File: src/rtl/lvd_pkg.sv
package lvd_pkg;
  localparam int TRIP_W = 4;
  localparam int SRC_W  = 3;

  localparam int ADR_CTRL   = 0;
  localparam int ADR_LEVEL  = 1;
  localparam int ADR_FLAG   = 2;
  localparam int ADR_FORCE  = 3;
  localparam int ADR_MASK   = 4;
  localparam int ADR_MASKED = 5;

  localparam int CB_TRIP_LO = 0;
  localparam int CB_EDGE_LO = 4;
  localparam int CB_SRC_LO  = 8;
  localparam int CB_EN      = 15;

  typedef enum logic [1:0] {
    EDGE_NONE = 2'd0,
    EDGE_RISE = 2'd1,
    EDGE_FALL = 2'd2,
    EDGE_BOTH = 2'd3
  } edge_mode_t;

  typedef struct packed {
    logic              en;
    logic [SRC_W-1:0]  src;
    edge_mode_t        edge_mode;
    logic [TRIP_W-1:0] trip;
  } ctrl_t;

  localparam logic [SRC_W-1:0] SRC_IO   = 3'd3;
  localparam logic [SRC_W-1:0] SRC_CORE = 3'd0;
endpackage

File: src/rtl/lvd_sync_edge.sv
module lvd_sync_edge #(
  parameter int STAGES = 2
) (
  input  logic clk,
  input  logic rst,
  input  logic async_in,
  output logic level,
  output logic rise,
  output logic fall
);
  logic [STAGES-1:0] chain;
  logic              prev;

  always_ff @(posedge clk) begin
    if (rst) begin
      chain <= '0;
      prev  <= 1'b0;
    end else begin
      chain <= {chain[STAGES-2:0], async_in};
      prev  <= chain[STAGES-1];
    end
  end

  assign level = chain[STAGES-1];
  assign rise  = chain[STAGES-1] & ~prev;
  assign fall  = ~chain[STAGES-1] & prev;

  // a rising transition is followed by a high previous sample
  a_r4_rise_tracks: assert property (@(posedge clk) disable iff (rst)
    rise |=> prev);
endmodule

File: src/rtl/lvd_blank_timer.sv
module lvd_blank_timer #(
  parameter int BLANK_CYCLES = 4000
) (
  input  logic clk,
  input  logic rst,
  input  logic en,
  output logic quiet
);
  localparam int CW = $clog2(BLANK_CYCLES + 1);
  localparam logic [CW-1:0] LOAD = CW'(BLANK_CYCLES);

  logic          en_d;
  logic [CW-1:0] cnt;
  logic          start;

  assign start = en & ~en_d;

  always_ff @(posedge clk) begin
    if (rst) begin
      en_d <= 1'b0;
      cnt  <= '0;
    end else begin
      en_d <= en;
      if (!en)
        cnt <= '0;
      else if (start)
        cnt <= LOAD;
      else if (cnt != '0)
        cnt <= cnt - 1'b1;
    end
  end

  // events may pass only when enabled and the settle window has expired
  assign quiet = en & ~start & (cnt == '0);

  // enable rising edge opens a blanking window
  a_r10_blank_opens: assert property (@(posedge clk) disable iff (rst)
    start |=> !quiet);
  // detector disabled means no event window
  a_r9_off_quiet: assert property (@(posedge clk) disable iff (rst)
    !en |-> !quiet);
endmodule

File: src/rtl/lvd_irq_status.sv
module lvd_irq_status (
  input  logic clk,
  input  logic rst,
  input  logic hw_evt,
  input  logic sw_set,
  input  logic sw_clr,
  input  logic mask,
  output logic flag,
  output logic irq
);
  always_ff @(posedge clk) begin
    if (rst) begin
      flag <= 1'b0;
      irq  <= 1'b0;
    end else begin
      if (hw_evt || sw_set)
        flag <= 1'b1;
      else if (sw_clr)
        flag <= 1'b0;
      irq <= flag & mask;
    end
  end

  // event beats a simultaneous clear
  a_r11_evt_wins: assert property (@(posedge clk) disable iff (rst)
    hw_evt |=> flag);
  // software force sets the flag
  a_r7_force: assert property (@(posedge clk) disable iff (rst)
    sw_set |=> flag);
  // a lone clear drops the flag
  a_r6_clear: assert property (@(posedge clk) disable iff (rst)
    (sw_clr && !hw_evt && !sw_set) |=> !flag);
  // the interrupt line needs the mask a cycle before
  a_r8_irq_masked: assert property (@(posedge clk) disable iff (rst)
    irq |-> $past(mask));
endmodule

File: src/rtl/lvd_regs.sv
module lvd_regs
  import lvd_pkg::*;
#(
  parameter int DATA_W = 32,
  parameter int ADDR_W = 3
) (
  input  logic              clk,
  input  logic              rst,
  input  logic              wr_en,
  input  logic              rd_en,
  input  logic [ADDR_W-1:0] addr,
  input  logic [DATA_W-1:0] wdata,
  input  logic              level,
  input  logic              flag,
  output ctrl_t             ctrl,
  output logic              mask,
  output logic              sw_set,
  output logic              sw_clr,
  output logic [DATA_W-1:0] rdata
);
  logic [DATA_W-1:0] rd_mux;

  always_ff @(posedge clk) begin
    if (rst) begin
      ctrl <= '0;
      mask <= 1'b0;
    end else if (wr_en) begin
      if (addr == ADDR_W'(ADR_CTRL)) begin
        ctrl.trip      <= wdata[CB_TRIP_LO +: TRIP_W];
        ctrl.edge_mode <= edge_mode_t'(wdata[CB_EDGE_LO +: 2]);
        ctrl.src       <= wdata[CB_SRC_LO +: SRC_W];
        ctrl.en        <= wdata[CB_EN];
      end
      if (addr == ADDR_W'(ADR_MASK))
        mask <= wdata[0];
    end
  end

  assign sw_clr = wr_en && (addr == ADDR_W'(ADR_FLAG)) && wdata[0];
  assign sw_set = wr_en && (addr == ADDR_W'(ADR_FORCE)) && wdata[0];

  always_comb begin
    rd_mux = '0;
    case (int'(addr))
      ADR_CTRL: begin
        rd_mux[CB_TRIP_LO +: TRIP_W] = ctrl.trip;
        rd_mux[CB_EDGE_LO +: 2]      = ctrl.edge_mode;
        rd_mux[CB_SRC_LO +: SRC_W]   = ctrl.src;
        rd_mux[CB_EN]                = ctrl.en;
      end
      ADR_LEVEL:  rd_mux[0] = level;
      ADR_FLAG:   rd_mux[0] = flag;
      ADR_FORCE:  rd_mux[0] = flag;
      ADR_MASK:   rd_mux[0] = mask;
      ADR_MASKED: rd_mux[0] = flag & mask;
      default:    rd_mux    = '0;
    endcase
  end

  always_ff @(posedge clk) begin
    if (rst)
      rdata <= '0;
    else if (rd_en)
      rdata <= rd_mux;
    else
      rdata <= '0;
  end

  // without a request the read bus returns to zero
  a_r12_idle_zero: assert property (@(posedge clk) disable iff (rst)
    !rd_en |=> (rdata == '0));
endmodule

File: src/rtl/lvd_irq_ctrl.sv
module lvd_irq_ctrl
  import lvd_pkg::*;
#(
  parameter int DATA_W       = 32,
  parameter int ADDR_W       = 3,
  parameter int SYNC_STAGES  = 2,
  parameter int BLANK_CYCLES = 4000
) (
  input  logic              clk,
  input  logic              rst,
  input  logic              wr_en,
  input  logic              rd_en,
  input  logic [ADDR_W-1:0] addr,
  input  logic [DATA_W-1:0] wdata,
  output logic [DATA_W-1:0] rdata,
  input  logic              cmp_raw,
  output logic [3:0]        trip_sel,
  output logic [2:0]        src_sel,
  output logic              det_en,
  output logic              irq
);
  ctrl_t ctrl;
  logic  mask, sw_set, sw_clr, flag;
  logic  level, rise, fall, quiet, hw_evt;

  lvd_sync_edge #(.STAGES(SYNC_STAGES)) u_sync (
    .clk(clk), .rst(rst), .async_in(cmp_raw),
    .level(level), .rise(rise), .fall(fall)
  );

  lvd_blank_timer #(.BLANK_CYCLES(BLANK_CYCLES)) u_blank (
    .clk(clk), .rst(rst), .en(ctrl.en), .quiet(quiet)
  );

  lvd_regs #(.DATA_W(DATA_W), .ADDR_W(ADDR_W)) u_regs (
    .clk(clk), .rst(rst), .wr_en(wr_en), .rd_en(rd_en), .addr(addr),
    .wdata(wdata), .level(level), .flag(flag), .ctrl(ctrl), .mask(mask),
    .sw_set(sw_set), .sw_clr(sw_clr), .rdata(rdata)
  );

  always_comb begin
    unique case (ctrl.edge_mode)
      EDGE_RISE: hw_evt = quiet & rise;
      EDGE_FALL: hw_evt = quiet & fall;
      EDGE_BOTH: hw_evt = quiet & (rise | fall);
      default:   hw_evt = 1'b0;
    endcase
  end

  lvd_irq_status u_stat (
    .clk(clk), .rst(rst), .hw_evt(hw_evt), .sw_set(sw_set),
    .sw_clr(sw_clr), .mask(mask), .flag(flag), .irq(irq)
  );

  assign trip_sel = ctrl.trip;
  assign det_en   = ctrl.en;
  assign src_sel  = (ctrl.src == SRC_IO) ? SRC_CORE : ctrl.src;

  // a disabled detector never latches a hardware event
  a_r9_no_evt_off: assert property (@(posedge clk) disable iff (rst)
    !ctrl.en |-> !hw_evt);
  // the I/O-supply code never reaches the multiplexer
  a_r3_io_remap: assert property (@(posedge clk) disable iff (rst)
    src_sel != SRC_IO);
endmodule

File: config.mk
export PLATFORM = sky130hd
export DESIGN_NAME = lvd_irq_ctrl
export DESIGN_NICKNAME = d
export VERILOG_FILES = /design/src/rtl/lvd_pkg.sv /design/src/rtl/lvd_sync_edge.sv /design/src/rtl/lvd_blank_timer.sv /design/src/rtl/lvd_irq_status.sv /design/src/rtl/lvd_regs.sv /design/src/rtl/lvd_irq_ctrl.sv
export SDC_FILE = /design/constraint.sdc
export NUM_CORES = 1
export LEC_CHECK = 0
export BUFFER_PORTS_ARGS = -buffer_cell sky130_fd_sc_hd__buf_2
export CAP_MARGIN = 25
export CORE_MARGIN = 10
export CORE_UTILIZATION = 30
export CTS_BUF_LIST = sky130_fd_sc_hd__clkbuf_4 sky130_fd_sc_hd__clkbuf_8 sky130_fd_sc_hd__clkbuf_16
export DETAILED_ROUTE_END_ITERATION = 8
export PLACE_DENSITY_LB_ADDON = 0.05
export SETUP_SLACK_MARGIN = 0.1
export SLEW_MARGIN = 20
export SYNTH_ARGS = -nofsm -noshare
export SYNTH_HDL_FRONTEND = slang
export SYNTH_SLANG_ARGS = --single-unit
File: constraint.sdc
create_clock -name clk -period 4.3 [get_ports clk]
set_input_delay 0.645 -clock clk [delete_from_list [all_inputs] [get_ports clk]]
set_output_delay 0.645 -clock clk [all_outputs]
set_load 0.03 [all_outputs]
# Word level (Yosys, flattened, before mapping)
# Index checks and enable logic that the tools add are counted.
dict set report word_totals {
  reg_bits 61
  inputBits 40
  output_inout_bits 41
}
dict set report op_classes {
  reduce_logical 17
  mux 7
  n_eq_ne 9
  n_addsub 1
  bitwise_logic 17
}
# operator n
set op_table {}
lappend op_table {{$mux W12} 2}
lappend op_table {{$logic_not A12 Y1} 1}
lappend op_table {{$reduce_bool A12 Y1} 1}
lappend op_table {{$sub A12 B1 Y12 const B} 1}
lappend op_table {{$and A1 B1 Y1} 9}
lappend op_table {{$eq A3 B2 Y1 const B} 3}
lappend op_table {{$not A1 Y1} 7}
lappend op_table {{$eq A3 B3 Y1 const B} 2}
lappend op_table {{$reduce_or A2 Y1} 3}
lappend op_table {{$reduce_or A3 Y1} 2}
lappend op_table {{$pmux W1 S5} 1}
lappend op_table {{$eq A2 B2 Y1 const B} 2}
lappend op_table {{$logic_and A1 B1 Y1} 4}
lappend op_table {{$reduce_and A2 Y1} 2}
lappend op_table {{$reduce_bool A2 Y1} 2}
lappend op_table {{$eq A3 B1 Y1 const B} 1}
lappend op_table {{$logic_not A3 Y1} 1}
lappend op_table {{$mux W3} 1}
lappend op_table {{$pmux W1 S3} 1}
lappend op_table {{$eq A2 B1 Y1 const B} 1}
lappend op_table {{$mux W1} 2}
lappend op_table {{$logic_or A1 B1 Y1} 1}
lappend op_table {{$or A1 B1 Y1} 1}

# Longest topological paths before layout
# Gate-level depths: netlist (run 1).
dict set report depth {
  ltp_word 9
  ltp_mapped 6
  mapped_depth_nobuf 6
}

# Modules after synthesis
# From an unflattened synthesis (run 1), not the netlist that was laid out.
dict set report hier_totals {
  hier_cells 195
  hier_area_um2 1775.5
}
# mod seq_area_each_um2 area_per_inst_um2 n_inst cells_per_inst
set modules_own_cells {}
lappend modules_own_cells {lvd_regs 420.4 930.9 1 104}
lappend modules_own_cells {lvd_blank_timer 260.2 650.6 1 70}
lappend modules_own_cells {lvd_sync_edge 60.1 91.3 1 8}
lappend modules_own_cells {lvd_irq_status 40.0 62.6 1 7}
lappend modules_own_cells {lvd_irq_ctrl 0.0 40.0 1 6}

# Worst setup path before layout (run 1)
# Ideal clock, no wire load.
dict set report synth_path {
  path_kind {register -> output}
  start {register u_regs.ctrl[8] (netlist name)}
  end {output src_sel[0]}
  t_required_ns 3.655
  path_buffers 0
  t_arrival_ns 1.084
  stages_incl_launch_ff 3
  setup_slack_ns 2.571
  path_cell_list {dfxtp_1 > inv_1 > a21boi_0}
}
dict set report synth_via {
  elab_chain_cells 2
}
# element line
set synth_lines {}
lappend synth_lines {{$eq A3 B2 Y1} lvd_irq_ctrl.sv:57} ;# assign src_sel = (ctrl.src == SRC_IO) ? SRC_CORE : ctrl.src;
lappend synth_lines {{$mux W3} lvd_irq_ctrl.sv:57}
lappend synth_lines {{end: declaration} lvd_irq_ctrl.sv:18} ;# output logic [2:0] src_sel,
# Every way passes these cells.

# Worst setup path after layout (run 1)
dict set report layout_path {
  start {register u_blank.cnt[0]}
  end {register u_blank.cnt[6]}
}
dict set report layout_via {
  elab_chain_cells 1
}
# element line
set layout_lines {}
lappend layout_lines {{start: declaration} lvd_blank_timer.sv:13} ;# logic [CW-1:0] cnt;
lappend layout_lines {{start signal: assignment} lvd_blank_timer.sv:29} ;# cnt <= cnt - 1'b1;
lappend layout_lines {{$sub A12 B1 Y12 / $reduce_bool A12 Y1 (equally long branches)} {lvd_blank_timer.sv:29, lvd_blank_timer.sv:28}}
# Parallel ways exist; a longest one is shown, timed or not.
# A chain may end at the register's enable or synchronous reset.

==> results of run 1 <==
==> routing by layer <==
metal | global-route usage (%) | up-vias | share of wire (%)
li1 | - | 679 | -
met1 | 9.30 | 608 | 45
met2 | 13.1 | 38 | 47
met3 | 3.55 | 5 | 6.6
met4 | 4.06 | 0 | 1.4
met5 | 0 | - | 0
==> critical path, delay by kind of cell, from the launching register on <==
family / cells / cell delay [ns]
adder cells (fa/ha/maj): 1 / 0.19
AND/OR/NAND/NOR: 2 / 0.51
AO/OA/AOI/OAI: 1 / 0.45
XOR/XNOR: 1 / 0.18
buffers and inverters: 1 / 0.06
flip-flops: 1 / 0.34
==> area by class of cell <==
class | instances | share of cell area (%)
Multi-Input combinational cell | 141 | 41.8
Inverter | 7 | 1.31
Clock inverter | 1 | 0.250
Clock buffer | 6 | 4.12
Sequential cell | 39 | 39.0
Timing Repair Buffer | 36 | 8.99
Tap cell | 72 | 4.50
==> worst paths after layout <==
kind / start / endpoint / slack (ns) / depth (start not counted)
max reg2reg: u_blank.cnt[0] / u_blank.cnt[6] / 2.44 / 6
max: u_blank.cnt[0] / u_blank.cnt[6] / 2.44 / 6
min: u_sync.chain[0] / u_sync.chain[1] / 0.44 / 1
min reg2reg: u_sync.chain[0] / u_sync.chain[1] / 0.44 / 1
==> stage by stage <==
stage / utilization, % / hold WS [ns] / setup WS, ns / cells
CTS: 35.5 / 0.445 / 2.41 / 302
finish: 35.5 / 0.440 / 2.44 / 302
floorplan: - / 0.414 / 2.57 / 217
global placement: 34.0 / 0.420 / 2.29 / 295
global route: 35.5 / 0.471 / 2.27 / 302
detailed placement: 34.0 / 0.426 / 2.28 / 295
==> cell families (layout without fill, tap and decap cells) <==
kind of cell,Yosys count,count (layout),synth area share [%]
buffers and inverters,37,50,13.3
AO/OA/AOI/OAI,35,35,13.0
multiplexers,3,3,1.69
other,1,22,0.211
adder cells (fa/ha/maj),3,3,2.11
XOR/XNOR,6,6,2.96
flip-flops,39,39,43.9
AND/OR/NAND/NOR,72,72,22.8
==> cells in the final DEF (no fill, tap or decap), types with 2 or more instances in the layout <==
master,count
sky130_fd_sc_hd__o21ai_0,3
sky130_fd_sc_hd__nand2b_1,5
sky130_fd_sc_hd__inv_1,7
sky130_fd_sc_hd__nand2_1,27
sky130_fd_sc_hd__nor3_1,2
sky130_fd_sc_hd__xnor2_1,6
sky130_fd_sc_hd__a2111oi_2,2
sky130_fd_sc_hd__clkbuf_8,6
sky130_fd_sc_hd__and2_1,10
sky130_fd_sc_hd__nor2b_1,4
sky130_fd_sc_hd__nand3b_1,4
sky130_fd_sc_hd__or3_1,3
sky130_fd_sc_hd__buf_2,36
sky130_fd_sc_hd__nor4_2,2
sky130_fd_sc_hd__or4_4,2
sky130_fd_sc_hd__a21oi_1,17
sky130_fd_sc_hd__o31ai_1,2
sky130_fd_sc_hd__mux2i_1,3
sky130_fd_sc_hd__nor2_1,7
sky130_fd_sc_hd__ha_1,3
sky130_fd_sc_hd__conb_1,22
sky130_fd_sc_hd__a31oi_1,3
sky130_fd_sc_hd__dfxtp_1,39
sky130_fd_sc_hd__a21boi_0,2
==> sequential cells by signal (all words and copies together) (netlist names) <==
name          cells
u_blank.cnt      12
u_stat.irq        1
u_stat.flag       1
u_sync.prev       1
u_blank.en_d      1
u_regs.ctrl      10
u_sync.chain      2
u_regs.mask       1
u_regs.rdata     10
==> report_power, final <==
group          leakage, nW  switching [mW]  internal, mW
clock               0.0470           0.123         0.126
sequential           0.315         0.00351         0.365
combinational        0.503          0.0492        0.0181
==> implementation parameters, run 1 <==
Parameter                              Value

Floorplan
  Rows    27
  Placeable Area    0.00564 mm^2
  Vertical die dimension    97.0 um
  Starting density of the core    31.5%
  Width of the die    97.0 um
  Area of the die    0.00940 mm^2
  I/O pin count    81

Detailed routing
  Detail-routed via count per cell    4.40
  DRC violation total after the first TritonRoute iteration    27
  Detailed-route via count    1330
  Remaining design rule violation count    0
  Initial DRT Pass Iterations    2
  Post-detailed-route count of antenna-violating nets    0
  Post-detailed-route wirelength per cell    13.1 um
  Wire length reported by the detailed router    3950 um

Synth
  Async set-reset flop share out of synthesis    0%
  Commonest cells post-synth    sky130_fd_sc_hd__dfxtp_1, sky130_fd_sc_hd__nand2_1, sky130_fd_sc_hd__buf_4, sky130_fd_sc_hd__a21oi_1, sky130_fd_sc_hd__and2_1
  Post-Syn Instances    196
  Average footprint of a synthesized cell    9.06 um^2
  Commonest register cell after synthesis    sky130_fd_sc_hd__dfxtp_1
  Largest area contributor in the synthesized netlist    sky130_fd_sc_hd__dfxtp_1
  Post-synth EDFFs    0
  Synth Cell Area    0.00178 mm^2
  Most frequent cell after synthesis    sky130_fd_sc_hd__dfxtp_1
  Library cells used by synthesis    36
  Sequential share of the synthesized area    43.9%
  Cell types with the largest area share after synthesis    sky130_fd_sc_hd__dfxtp_1, sky130_fd_sc_hd__buf_4, sky130_fd_sc_hd__nand2_1
  Count of synthesis-stage warnings from yosys    0
  FF+latch count, synth    39
  Top cell type's share of synthesized area    43.9%

Critical path
  Slowest-stage cell, CP    sky130_fd_sc_hd__or3b_2
  Slowest cell delay on critical path    0.46 ns
  Critical path data arrival time    2.03 ns
  Setup CP Type    reg2reg
  Max Fanout on Critical Path    4
  Required time of the critical path    4.47 ns
  Critical Path Source Type    flop
  Capturing element type of the critical path    flop
  Cell-by-cell listing of the critical path    inv_1, ha_1, or3b_2, a2111oi_0, xnor2_1, nor2_1

STA
  Final number of setup-violating endpoints    0
  Total negative slack    0 ns
  Rel. slew slack    54.0%
  Unrepaired setup endpoints after global routing    no
  Final Hold Violating Endpoints    0
  Worst-margin pin slew    0.685 ns
  F_max    0.538 GHz
  Ratio of final minimum period to clock period    43.2%
  Clock period minus final worst setup slack    1.86 ns
  Slew Limit Fails    0
  Worst setup skew after layout    0.00644 ns

CTS
  Cts bufs inserted    5
  Clock insertion delay at the later pin of the skew report    0.29 ns
  CTS tree    built
  CTS hold repair buffers    0
  Maximum count of clock buffers along a single path    2
  Root Driver    sky130_fd_sc_hd__clkbuf_8
  # Post-CTS Setup Buffers    0
  Clock input transition at the sequential cells of the worst setup and hold paths    0.07 ns
  Cells resized by post-CTS repair    0
  Clk sink count    39
  Max H-tree Level    2

Layout
  Share of layout cells above drive strength 1    23.0%
  Fill count    617
  Layout overhead on the synthesized area    12.7%
  Sequential cell area in the final layout    781 um^2
  Total Nets Final    273
  Total area of multi-input combinational cells    838 um^2
  Final instance area    0.00200 mm^2
  Ant diodes    0

Hold path
  Worst min path class    reg2reg

Pwr
  Worst ir drop on vdd    0.000155 V
  Power per cell area    342 mW/mm^2
  Power after layout    0.685 mW
  Cell leakage power    0.865 nW

Global route
  Overflow left after global routing    0
  Largest net degree at the start of global routing    19
  Global-route wire length before repair    6450 um
  Via count of the first global-routing pass    1367
  Initial antenna violation count    0
  GRT Overall Usage    8.29%

Job
  Count of maximum capacitance violations    0

Placed design
  Post-DP HPWL    2960 um
  Count of buffers inserted at the top-level ports    36
  Final weighted congestion of routability-driven global placement    0.717
  Standard cell area after detailed placement    0.00192 mm^2

Outcome
  Result of the run    complete, no violations
Note: power is estimated with default switching activity, not from simulation.
==> inputs of run 2 (changes only) <==
Clock period 4.3 ns to 1.6 ns, I/O delays scaled along.
==> implementation parameters, run 2 (synthesized netlist as in run 1, its figures left out) <==
Parameter                              Value

Detailed routing
  Detailed-route via count    1393
  Wire length reported by the detailed router    4090 um
  Initial DRT Pass Iterations    4
  Detail-routed via count per cell    4.34
  DRC violation total after the first TritonRoute iteration    25
  Remaining design rule violation count    0
  Post-detailed-route count of antenna-violating nets    0
  Post-detailed-route wirelength per cell    12.7 um

STA
  Final Hold Violating Endpoints    0
  Unrepaired setup endpoints after global routing    yes
  F_max    0.621 GHz
  Slew Limit Fails    0
  Post-layout worst setup margin    -0.0103 ns
  Final number of setup-violating endpoints    1
  Worst setup skew after layout    0.00325 ns
  Ratio of final minimum period to clock period    101%
  Clock period minus final worst setup slack    1.61 ns

Outcome
  Failing checks    setup timing
  Result of the run    complete, but fails checks

CTS
  CTS tree    built
  Clock input transition at the sequential cells of the worst setup and hold paths    0.07 ns
  Clock insertion delay at the later pin of the skew report    0.28 ns
  Maximum count of clock buffers along a single path    2
  Clk sink count    39
  Cts bufs inserted    5
  Root Driver    sky130_fd_sc_hd__clkbuf_8
  Max H-tree Level    2

Layout
  Registers with the highest flip-flop counts    u_blank.cnt (12), u_regs.ctrl (10), u_regs.rdata (10)
  Final instance area    0.00225 mm^2
  Share of layout cells above drive strength 1    32.9%
  Layout overhead on the synthesized area    26.5%
  Total Nets Final    292
  Leading cell types in the layout, fill and taps excluded    sky130_fd_sc_hd__buf_2, sky130_fd_sc_hd__dfxtp_1, sky130_fd_sc_hd__nand2_1, sky130_fd_sc_hd__conb_1, sky130_fd_sc_hd__buf_4
  Fin cells    321
  Final Util    39.8%
  Largest register FFs    12
  Biggest register    u_blank.cnt
  Ant diodes    0

Floorplan
  I/O pin count    81
  Area of the die    0.00940 mm^2
  Placeable Area    0.00564 mm^2
  Vertical die dimension    97.0 um
  Width of the die    97.0 um
  Rows    27
  Starting density of the core    31.5%

Critical path
  Capturing element type of the critical path    flop
  Critical Path Source Type    flop
  Max Fanout on Critical Path    4
  Required time of the critical path    1.77 ns
  Critical path data arrival time    1.78 ns
  Setup CP Type    reg2reg

Global route
  Overflow left after global routing    0
  Met2 track utilization from global routing    14.0%
  Met1 layer usage reported by global route    10.3%
  Global routing's busiest layer    met2
  Largest net degree at the start of global routing    18
  GRT Overall Usage    8.63%
  Initial antenna violation count    0
  Via count of the first global-routing pass    1506
  Global-route wire length before repair    6910 um
  Grt met3 use    2.91%

Job
  Count of maximum capacitance violations    0

Placed design
  Final weighted congestion of routability-driven global placement    0.753
  Placed Instances    312
  Count of buffers inserted at the top-level ports    36
  Standard cell area after detailed placement    0.00211 mm^2
  Post-DP HPWL    3150 um

Pwr
  Cell leakage power    0.981 nW
  Worst ir drop on vdd    0.000365 V
  Power per cell area    828 mW/mm^2

Hold path
  Worst min path class    in2reg
[run 2: cell count changes in the layout (fill, tap and decap cells not counted), sizes merged]
cell,before,now
buf,36,55
[run 2: final cells by class]
| cell class | count | area [um^2] |
|---|---|---|
| well taps | 72 | 90.1 |
| inverters | 7 | 28.8 |
| repair buffers | 55 | 327 |
| multi-input cells | 141 | 927 |
| clock buffers | 6 | 82.6 |
| flip-flops and latches | 39 | 787 |
| clock inverters | 1 | 5.00 |
| fillers | 595 | 3390 |
[run 2: metrics by stage]
stage	TNS (ns)	hold WS, ns	setup WS [ns]	power, mW
2_1_floorplan	0	0.368	0.0394	1.20
3_3_place_gp	-0.134	0.421	-0.0407	1.21
3_5_place_dp	-0.0994	0.425	-0.0291	1.21
4_1_cts	-0.0302	0.151	-0.0302	1.91
5_1_grt	-0.368	0.156	-0.0794	1.96
6_report	-0.0103	0.163	-0.0103	1.86
[run 2: worst paths after layout]
| path | from | endpoint | slack, ns | depth (start not counted) |
|---|---|---|---|---|
| min reg2reg | u_sync.chain[0] | u_sync.chain[1] | 0.44 | 1 |
| min | cmp_raw | u_sync.chain[0] | 0.16 | 2 |
| max reg2reg | u_blank.cnt[6] | u_blank.cnt[11] | -0.01 | 4 |
| max | u_blank.cnt[6] | u_blank.cnt[11] | -0.01 | 4 |
[run 2: critical path: stages (launching register included)]
cell	delay [ns]
sky130_fd_sc_hd__dfxtp_2	0.35
sky130_fd_sc_hd__or4_4	0.55
sky130_fd_sc_hd__a2111oi_4	0.36
sky130_fd_sc_hd__xnor2_1	0.16
sky130_fd_sc_hd__a21oi_1	0.08
[run 2: what timing repair did]
item	in CTS	in global routing
hold buffers	0	0
gates cloned	0	0
setup buffers	1	1
gates resized for setup	5	3
pin swaps	6	4
setup endpoints to repair	7	13
[run 2: where the power goes]
| part | internal [mW] | switching [mW] | total, mW | leakage (nW) |
|---|---|---|---|---|
| clock network | 0.338 | 0.328 | 0.667 | 0.0470 |
| registers | 0.980 | 0.00919 | 0.989 | 0.317 |
| logic | 0.0668 | 0.139 | 0.206 | 0.617 |
[run 2: routing by layer]
metal / part of all wire [%] / up-vias
li1: - / 716
met4: 0.83 / 0
met1: 46 / 639
met5: 0 / -
met2: 48 / 33
met3: 4.8 / 5
==> inputs of run 3 (changes only) <==
Clock period 1.6 ns to 1.65 ns, I/O delays scaled along.
==> implementation parameters, run 3 (synthesized netlist as in run 1, its figures left out) <==
Parameter                              Value

Pwr
  Power per cell area    922 mW/mm^2
  Cell leakage power    0.977 nW
  Worst ir drop on vdd    0.000383 V

Layout
  Final instance area    0.00229 mm^2
  Leading cell type in the layout, fill and taps excluded    sky130_fd_sc_hd__buf_2
  Registers with the highest flip-flop counts    u_blank.cnt (12), u_regs.ctrl (10), u_regs.rdata (10)
  Leading cell types in the layout, fill and taps excluded    sky130_fd_sc_hd__buf_2, sky130_fd_sc_hd__dfxtp_1, sky130_fd_sc_hd__nand2_1, sky130_fd_sc_hd__conb_1, sky130_fd_sc_hd__a21oi_1
  Biggest register    u_blank.cnt
  Largest register FFs    12
  Ant diodes    0
  Total Nets Final    290
  Fill count    574
  Layout overhead on the synthesized area    28.8%
  Share of layout cells above drive strength 1    34.7%

Detailed routing
  Detailed-route via count    1386
  Wire length reported by the detailed router    4160 um
  Post-detailed-route count of antenna-violating nets    0
  Initial DRT Pass Iterations    2
  DRC violation total after the first TritonRoute iteration    19
  Detail-routed via count per cell    4.33
  Remaining design rule violation count    0
  Post-detailed-route wirelength per cell    13.0 um

CTS
  Cts bufs inserted    5
  Root Driver    sky130_fd_sc_hd__clkbuf_8
  Clk sink count    39
  CTS tree    built
  Clock input transition at the sequential cells of the worst setup and hold paths    0.08 ns
  CTS hold repair buffers    0
  Maximum count of clock buffers along a single path    2
  Max H-tree Level    2
  Clock insertion delay at the later pin of the skew report    0.29 ns

STA
  Unrepaired setup endpoints after global routing    yes
  Slew Limit Fails    0
  Total negative slack    0 ns
  Final hold slack    0.170 ns
  Worst setup skew after layout    0.00818 ns
  Ratio of final minimum period to clock period    98.6%
  Final Hold Violating Endpoints    0
  Clock period minus final worst setup slack    1.63 ns
  F_max    0.615 GHz
  Final number of setup-violating endpoints    0

Floorplan
  Vertical die dimension    97.0 um
  Area of the die    0.00940 mm^2
  Placeable Area    0.00564 mm^2
  Rows    27
  I/O pin count    81
  Starting density of the core    31.5%
  Width of the die    97.0 um

Critical path
  Slowest-stage cell, CP    sky130_fd_sc_hd__or4_4
  Capturing element type of the critical path    flop
  Max Fanout on Critical Path    4
  Required time of the critical path    1.82 ns
  Worst r2r dst    u_blank.cnt[11]
  Setup CP Type    reg2reg
  Critical Path Source Type    flop
  Cell-by-cell listing of the critical path    or4_4, a2111oi_4, xnor2_1, a21oi_1
  R2R cell count    4
  Slowest cell delay on critical path    0.58 ns
  Setup slack of the most critical reg-to-reg path    0.02 ns
  Critical path data arrival time    1.80 ns
  Reg2Reg Launch Point    u_blank.cnt[6]

Hold path
  Worst min path class    in2reg
  Worst min-delay path startpoint    cmp_raw
  Worst hold path cell count    2
  Min-Delay Endpoint    u_sync.chain[0]

Global route
  Largest net degree at the start of global routing    18
  GRT Overall Usage    8.91%
  Via count of the first global-routing pass    1454
  Overflow left after global routing    0
  Initial antenna violation count    0
  Global-route wire length before repair    7090 um

Placed design
  Count of buffers inserted at the top-level ports    36
  Standard cell area after detailed placement    0.00203 mm^2
  Post-DP HPWL    3000 um
  Final weighted congestion of routability-driven global placement    0.750

Job
  Count of maximum capacitance violations    0

Outcome
  Result of the run    complete, no violations
==> run 3: per-layer routing <==
layer | wire length, um | part of all wire, % | GRT usage [%]
met3 | 246 | 5.9 | 3.19
met4 | 31 | 0.74 | 2.71
met2 | 1950 | 47 | 14.4
met5 | 0 | 0 | 0
met1 | 1930 | 46 | 10.8
==> run 3: where the power goes <==
part / leakage (nW) / switching, mW / internal, mW / total (mW)
Clock: 0.0644 / 0.346 / 0.603 / 0.950
Combinational: 0.594 / 0.135 / 0.0637 / 0.199
Sequential: 0.318 / 0.00963 / 0.952 / 0.961
Total: 0.977 / 0.491 / 1.62 / 2.11
==> run 3: stage by stage <==
stage	std cells	setup slack [ns]	util (%)	power (mW)
4_1_cts	320	0.0191	40.2	2.14
2_1_floorplan	217	0.0505	-	1.16
3_5_place_dp	309	-0.00646	36.0	1.17
6_report	320	0.0236	40.6	2.11
3_3_place_gp	309	-0.0119	36.0	1.17
5_1_grt	320	-0.0443	40.6	2.21
==> run 3: timing repair <==
item,in CTS,in global routing
buffers inserted,3,0
resized for setup,13,7
pin swaps,5,8
endpoints found under the setup margin,9,12
==> run 3: worst max-delay path by stage <==
stage,startpoint,endpoint,slack (ns),depth (start not counted)
2_1_floorplan,u_blank.cnt[8],u_blank.cnt[7],0.05,4
3_3_place_gp,u_blank.cnt[0],u_blank.cnt[11],-0.01,4
3_5_place_dp,u_blank.cnt[0],u_blank.cnt[11],-0.006,4
4_1_cts,u_blank.cnt[0],u_blank.cnt[11],0.02,4
5_1_grt,u_blank.cnt[2],u_blank.cnt[9],-0.04,4
6_report,u_blank.cnt[6],u_blank.cnt[11],0.02,4
==> run 3: worst max-delay path, delay by kind of cell, from the launching register on <==
kind / cells / cell delay [ns]
flops: 1 / 0.35
simple gates: 1 / 0.58
xor+xnor: 1 / 0.15
compound gates: 2 / 0.43
==> run 3: layout make-up <==
cell class	count	area, um^2	area share (%)
clock buffer	5	68.8	3.01
clock inverter	3	67.6	2.95
inverter	7	26.3	1.15
multi-input combinational	141	936	40.9
sequential	39	788	34.4
tap	72	90.1	3.94
timing repair buffer	53	312	13.6
